### config.mk
export PLATFORM = sky130hd
export DESIGN_NAME = av_stream_out
export DESIGN_NICKNAME = d
export VERILOG_FILES = /design/src/rtl/av_stream_out.sv
export SDC_FILE = /design/constraint.sdc
export NUM_CORES = 1
export LEC_CHECK = 0
export ABC_AREA = 1
export CORE_ASPECT_RATIO = 0.8
export CORE_MARGIN = 2
export CORE_UTILIZATION = 30
export CTS_BUF_LIST = sky130_fd_sc_hd__clkbuf_4
export DETAILED_ROUTE_END_ITERATION = 8
export SLEW_MARGIN = 10
export SYNTH_ARGS = -nofsm -noshare
export SYNTH_HDL_FRONTEND = slang
export SYNTH_SLANG_ARGS = --single-unit
### constraint.sdc
create_clock -name clk -period 5.4 [get_ports clk]
set_input_delay 0.54 -clock clk [delete_from_list [all_inputs] [get_ports clk]]
set_output_delay 0.54 -clock clk [all_outputs]
set_load 0.05 [all_outputs]
### src/rtl/av_stream_out.sv
module av_stream_out #(
  parameter int MAX_BYTES = 2048,
  parameter int HALF_FAST = 4,
  parameter int HALF_SLOW = 8
) (
  input  logic        clk,
  input  logic        rst_n,
  input  logic        fmt_dma,
  input  logic [1:0]  sa_clk_mode,
  input  logic        sa_clk_slow,
  input  logic        dma_two_cycle,
  input  logic        dma_big_endian,
  input  logic        src_valid,
  input  logic [7:0]  src_data,
  output logic        src_ready,
  input  logic        sa_clk_in,
  output logic        sa_clk_out,
  output logic [7:0]  sa_data,
  output logic        sa_ready,
  input  logic        sa_ack,
  input  logic        dma_clk_in,
  output logic        dma_req,
  input  logic        dma_ack,
  input  logic        host_cs_n,
  input  logic        host_rd_n,
  output logic [15:0] dma_data
);
  localparam int CNTW = $clog2(MAX_BYTES + 1);
  localparam int HMAX = (HALF_SLOW > HALF_FAST) ? HALF_SLOW : HALF_FAST;
  localparam int DIVW = $clog2(HMAX) + 1;
  localparam logic [CNTW-1:0] LIMIT = CNTW'(MAX_BYTES);

  logic            sclk_q, dclk_q, rd_q, clk_o;
  logic [DIVW-1:0] div_cnt;
  logic [CNTW-1:0] cnt;
  logic            hold_v;
  logic [7:0]      hold_b;
  logic            wd_v, wd_two;
  logic [7:0]      wd_b0, wd_b1;

  wire             int_mode = sa_clk_mode[1];
  wire [DIVW-1:0]  half_m1  = sa_clk_slow ? DIVW'(HALF_SLOW - 1) : DIVW'(HALF_FAST - 1);
  wire             tick     = int_mode && (div_cnt >= half_m1);
  wire             sa_evt   = int_mode ? (tick & clk_o)
                            : sa_clk_mode[0] ? (sclk_q & ~sa_clk_in) : (~sclk_q & sa_clk_in);
  wire             below    = cnt < LIMIT;
  wire             sa_xfer  = sa_evt & sa_ready & sa_ack;
  wire             dma_evt  = dma_two_cycle ? (~host_cs_n & host_rd_n & ~rd_q)
                                            : (dma_ack & dma_clk_in & ~dclk_q);
  wire             dma_xfer = dma_evt & dma_req;
  wire             session  = fmt_dma ? (dma_two_cycle ? ~host_cs_n : dma_ack) : sa_ack;
  wire [CNTW-1:0]  room     = LIMIT - cnt;
  wire             pack_idle  = fmt_dma & ~wd_v;
  wire             take_first = pack_idle & ~hold_v & src_valid & (room != '0);
  wire             make_pair  = pack_idle & hold_v & src_valid & (room >= CNTW'(2));
  wire             make_pad   = pack_idle & hold_v & (room != '0) & ~make_pair;
  wire [1:0]       moved    = sa_xfer ? 2'd1 : dma_xfer ? (wd_two ? 2'd2 : 2'd1) : 2'd0;

  assign sa_ready   = ~fmt_dma & src_valid & below;
  assign dma_req    = fmt_dma & wd_v & below;
  assign src_ready  = fmt_dma ? (take_first | make_pair) : sa_xfer;
  assign sa_data    = fmt_dma ? '0 : src_data;
  assign sa_clk_out = clk_o;
  assign dma_data   = (fmt_dma & wd_v) ? (dma_big_endian ? {wd_b0, wd_b1} : {wd_b1, wd_b0}) : '0;

  always_ff @(posedge clk or negedge rst_n) begin
    if (!rst_n) begin
      sclk_q  <= 1'b0;
      dclk_q  <= 1'b0;
      rd_q    <= 1'b1;
      clk_o   <= 1'b0;
      div_cnt <= '0;
      cnt     <= '0;
      hold_v  <= 1'b0;
      hold_b  <= '0;
      wd_v    <= 1'b0;
      wd_two  <= 1'b0;
      wd_b0   <= '0;
      wd_b1   <= '0;
    end else begin
      sclk_q <= sa_clk_in;
      dclk_q <= dma_clk_in;
      rd_q   <= host_rd_n;

      if (!int_mode) begin
        div_cnt <= '0;
        clk_o   <= 1'b0;
      end else if (tick) begin
        div_cnt <= '0;
        clk_o   <= ~clk_o;
      end else begin
        div_cnt <= div_cnt + 1'b1;
      end

      if (!session) cnt <= '0;
      else          cnt <= cnt + CNTW'(moved);

      if (take_first) begin
        hold_v <= 1'b1;
        hold_b <= src_data;
      end else if (make_pair | make_pad) begin
        hold_v <= 1'b0;
      end

      if (make_pair | make_pad) begin
        wd_v   <= 1'b1;
        wd_two <= make_pair;
        wd_b0  <= hold_b;
        wd_b1  <= make_pair ? src_data : 8'h00;
      end else if (dma_xfer) begin
        wd_v <= 1'b0;
      end
    end
  end
endmodule

# Word level (Yosys, flattened, before mapping)
# Index checks and enable logic that the tools add are counted.
[word_totals]
ff_bits = 47
out_inout_bits = 28
in_bits = 23
word_cells = 81
[op_classes]
n_mux = 23
order_cmp = 3
n_bitwise = 35
reduce_logical = 4
add_sub_neg = 3
eq_ne = 1
[ops]
columns = ["operator", "n"]
rows = [
  ["2-to-1 mux 16 bit", 2],
  ["bitwise AND 1 bit", 23],
  ["2-to-1 mux 8 bit", 2],
  ["adder 12 x 2 -> 12 bit", 1],
  ["greater-or-equal comparator 12 x 2 -> 1 bit, second input constant", 1],
  ["< comparator 12 bit, second input constant", 1],
  ["2-to-1 mux 1 bit", 12],
  ["2-to-1 mux 12 bit", 1],
  ["nonzero test 12 bit", 1],
  ["subtractor 12 bit, first input constant", 1],
  ["inverter 1 bit", 10],
  ["2-to-1 mux 4 bit", 2],
  ["2-to-1 mux 2 bit", 3],
  ["adder 4 x 1 -> 4 bit, second input constant", 1],
  ["greater-or-equal comparator 4 x 3 -> 1 bit", 1],
  ["nonzero test 2 bit", 2],
  ["2-to-1 mux 3 bit", 1],
  ["!= test 2 x 1 -> 1 bit, second input constant", 1],
  ["bitwise OR 1 bit", 2],
  ["logical AND 1 bit", 1],
]

# Depth between registers and ports, before layout
[logic_depth]
ltp_word = 10
mapped_depth = 17
depth_no_buf = 17

# Least setup slack after synthesis
# No wires, ideal clock.
[synth_timing]
path_type = "input to register"
from = "in fmt_dma"
to = "reg cnt[10]"
slack_ns = 1.995
t_required_ns = 5.276
setup_time_ns = 0.124
path_stages = 13
n_path_buf = 1
arrival_time_ns = 3.282
path_cell_list = "buf_2 nor3_1 nand4_1 o21ai_0 ha_1 fa_1 nand2_1 nor2_1 nand3_1 nor2_1 nand2_1 o21ai_0 a21oi_1"
[synth_via]
elab_chain_cells = 8
elab_cells_between_ends = 13
classes_between = "add/sub: 1; mux: 4; bitwise: 8"
[synth_rtl]
columns = ["item", "line", "source"]
rows = [
  ["from (decl)", "8", "input logic fmt_dma,"],
  ["inverter 1 bit", "59", "assign sa_ready = ~fmt_dma & src_valid & below;"],
  ["bitwise AND 1 bit (2 in a row)", "59", ""],
  ["named net sa_ready", "19", "output logic sa_ready,"],
  ["bitwise AND 1 bit (2 in a row)", "47", "wire sa_xfer = sa_evt & sa_ready & sa_ack;"],
  ["2-to-1 mux 2 bit", "57", "wire [1:0] moved = sa_xfer ? 2'd1 : dma_xfer ? (wd_two ? 2'd2 : 2'd1) : 2'd0;"],
  ["adder 12 x 2 -> 12 bit", "96", "else cnt <= cnt + CNTW'(moved);"],
  ["2-to-1 mux 12 bit", "95", "if (!session) cnt <= '0;"],
  ["to (signal assigned)", "96", ""],
  ["to (decl)", "35", "logic [CNTW-1:0] cnt;"],
]
# The timed path passes the listed nets, and every way through them passes these cells.
# A chain may end at the register's enable or synchronous reset.

# Worst setup path in the final report
[layout_timing]
from = "in fmt_dma"
to = "out src_ready"
[layout_via]
elab_chain_cells = 6
elab_cells_between_ends = 14
classes_between = "mux: 1; bitwise: 13"
[layout_rtl]
columns = ["item", "line", "source"]
rows = [
  ["bitwise AND 1 bit or inverter 1 bit (tied branches)", "53, 59", ""],
  ["bitwise AND 1 bit, on equally long branches (2 in a row)", "54, 55, 59", ""],
  ["bitwise AND 1 bit, on equally long branches", "54, 47, 55", ""],
  ["bitwise OR 1 bit or bitwise AND 1 bit (tied branches)", "61, 47", ""],
  ["2-to-1 mux 1 bit *", "61", "assign src_ready = fmt_dma ? (take_first | make_pair) : sa_xfer;"],
  ["to (decl)", "15", "output logic src_ready,"],
]
# Mark *: on every way between the ends. The rest lies on a longest branch, timed or not.

==> flow_metrics.py <==
metrics = {
    "drt": {
        "viasPerCell": 4.54,
        "wl_met2_um": 2620,
        "dr_wl_met3_um": 303,
        "drc": 0,
        "drtIter0Drc": 132,
        "ant_nets": 0,
        "vias": 2242,
        "wl_um": 6150,
        "firstDrtPassIters": 5,
        "wl_per_cell_um": 12.4,
        "m1WireLength_um": 3190,
        "top_layer": "met4",
    },
    "floorplan": {
        "core_area_um2": 8370,
        "die_h_um": 86.6,
        "ioPinCount": 51,
        "die_w_um": 107,
        "start_util_pct": 30.5,
        "die_area_um2": 9280,
        "core.rowCount": 30,
    },
    "final_layout": {
        "final_cell_mix": "91 x nand2_1, 49 x clkdlybuf4s50_1, 46 x dfrtp_1",
        "syn_to_final_growth_pct": 23.6,
        "antennaDiodeCount": 0,
        "nets": 412,
        "drive_above_1_share_pct": 4.71,
        "final_core_util_pct": 37.8,
        "final_common_cell": "nand2_1",
    },
    "global_route": {
        "grtUsageTotal_pct": 13.9,
        "antenna_found_initial": 0,
        "grt_max_degree": 48,
        "grt_pass1_wl_um": 10200,
        "grt_pass1_vias": 2086,
        "grt_overflow_total": 0,
    },
    "critical_path": {
        "critPathLaunch": "fmt_dma",
        "arrival_ns": 3.06,
        "r2r-end": "cnt[10]",
        "r2r_setup_slack_ns": 2.62,
        "r2r_cells": 16,
        "crit_path_start_kind": "input pin",
        "crit_path_end_kind": "output port",
        "crit_type": "in2out",
        "cp-endpoint": "src_ready",
        "cp.required_ns": 4.86,
        "path_max_fanout": 18,
        "rr_startpoint": "div_cnt[2]",
    },
    "clock_network": {
        "clk_path_buf_depth": 2,
        "insertion_delay_ns": 0.35,
        "tritoncts": "built",
        "ctsResizeCount": 0,
        "clkTransAtPathRegs_ns": 0.12,
        "cts_setup_buffers": 0,
        "htreeDepth": 2,
        "ctsHoldBuffers": 0,
        "clockRootBuffer": "clkbuf_4",
        "cts_buffers": 5,
        "cts.sinks": 47,
    },
    "timing": {
        "fmax_mhz": 278,
        "finClkSkew_ns": 0.0116,
        "fin_crit_ns": 3.60,
        "rsz0062_at_grt": "no",
        "relSlewSlack_pct": 31.4,
        "post-route-period-util_pct": 66.7,
        "hold_viol": 0,
        "fin_setup_tns_ns": 0,
        "worst_pin_slew_ns": 1.03,
        "slew_violations": 0,
        "finalSetupViolCount": 0,
    },
    "synth": {
        "synth_area_um2": 2560,
        "synth_top_area_cell": "dfrtp_1",
        "syn_area_per_cell_um2": 7.63,
        "yosysWarnings": 0,
        "ys_seq_area_share_pct": 46.1,
        "syn-num-nets": 366,
        "synth.distinct_cells": 31,
        "synth_area_leaders": "dfrtp_1 45%, nand2_1 13%, inv_1 6.0%",
        "yosysTopAreaCellShare_pct": 45.0,
        "synth_cells": 335,
        "ys_seq_elements": 47,
    },
    "power_and_ir_drop": {
        "power.total_uw": 1120,
        "p_leak_uw": 0.00151,
        "ir_drop_mv": 0.103,
        "power_density_nw_per_um2": 354,
    },
    "place": {
        "place_congestion": 0.831,
        "io_buffers": 50,
        "hpwl_um": 4540,
    },
    "outcome": {
        "status": "completed",
    },
    "job": {
        "drv_cap": 0,
    },
    "worst_hold_path": {
        "hold_class": "in2async",
    },
}
[sequential cells by signal, indices dropped and copies added (netlist names)]
name	cells
wd_two	1
wd_b1	8
sclk_q	1
rd_q	1
hold_b	8
dclk_q	1
wd_b0	8
wd_v	1
cnt	12
sa_clk_out	1
hold_v	1
div_cnt	4
[cells by family (layout without fill, tap and decap cells)]
kind of cell	count (synthesis)	count (layout)	share of synthesized area, %
DFF	47	47	46.1
adders and majority gates	8	8	4.21
and+or+nand+nor	175	175	29.1
buffers and inverters	52	99	9.30
xor gates and xnor gates	3	3	1.03
AOI/OAI and AO/OA	50	50	10.3
[through the flow]
step,std cells,hold WS [ns],setup WS [ns],area [um^2]
floorplan,335,0.244,1.99,2560
global placement,486,0.448,1.76,3110
detailed placement,486,0.456,1.58,3110
CTS,494,0.395,1.76,3160
global route,494,0.438,1.51,3160
finish,494,0.356,1.80,3160
[routing by layer]
layer  vias to the layer above  global-route usage, %
li1                       1159                      -
met2                        54                   21.1
met4                         0                   3.54
met5                         -                      0
met1                      1027                   20.4
met3                         2                   2.86
[cell type report]
| type | instances | area (um^2) |
|---|---|---|
| clock buffer | 6 | 45.0 |
| fill | 878 | 5210 |
| clock inverter | 2 | 7.51 |
| tap | 112 | 140 |
| multi-input combinational | 236 | 1140 |
| timing repair buffer | 50 | 495 |
| inverter | 41 | 154 |
| sequential | 47 | 1180 |
[power by group]
part	leakage, uW	internal, uW	switching, uW
Clock	0.0000307	53.6	110
Sequential	0.000612	449	68.0
Combinational	0.000865	157	280
[synthesized netlist by cell type]
cell,count
buf_4,1
or2_2,2
nor3b_1,1
inv_1,41
dfrtp_1,46
o211ai_1,1
o2111ai_1,1
nor4_1,1
nand2_4,1
nor2_4,1
buf_2,1
nand3_1,29
o21a_1,1
o21ai_0,14
nor2_2,1
a21oi_1,24
fa_1,1
nor3_1,1
o21ai_1,8
nor2_1,40
buf_6,5
xor2_1,2
o21ai_2,1
nand2_1,91
xnor2_1,1
ha_1,7
nand3_2,1
clkbuf_1,4
dfstp_2,1
nand2_2,3
nand4_1,3
[worst max-delay path, stage by stage]
cell             delay, ns
clkdlybuf4s50_1       0.80
inv_1                 0.11
nor4_1                0.30
nand2_2               0.28
nand3_1               0.20
clkdlybuf4s50_1       0.82
[worst min path at each step]
stage / from / end / slack, ns / depth (start not counted)
3_5_place_dp: hold_b[7] / wd_b0[7] / 0.46 / 2
4_1_cts: rst_n / wd_b0[6] / 0.39 / 1
5_1_grt: rst_n / wd_b1[5] / 0.44 / 1
6_report: rst_n / wd_b1[5] / 0.36 / 1
3_3_place_gp: div_cnt[0] / div_cnt[0] / 0.45 / 1
2_1_floorplan: rst_n / cnt[0] / 0.24 / 0
Power figures use the tool's default switching activity.
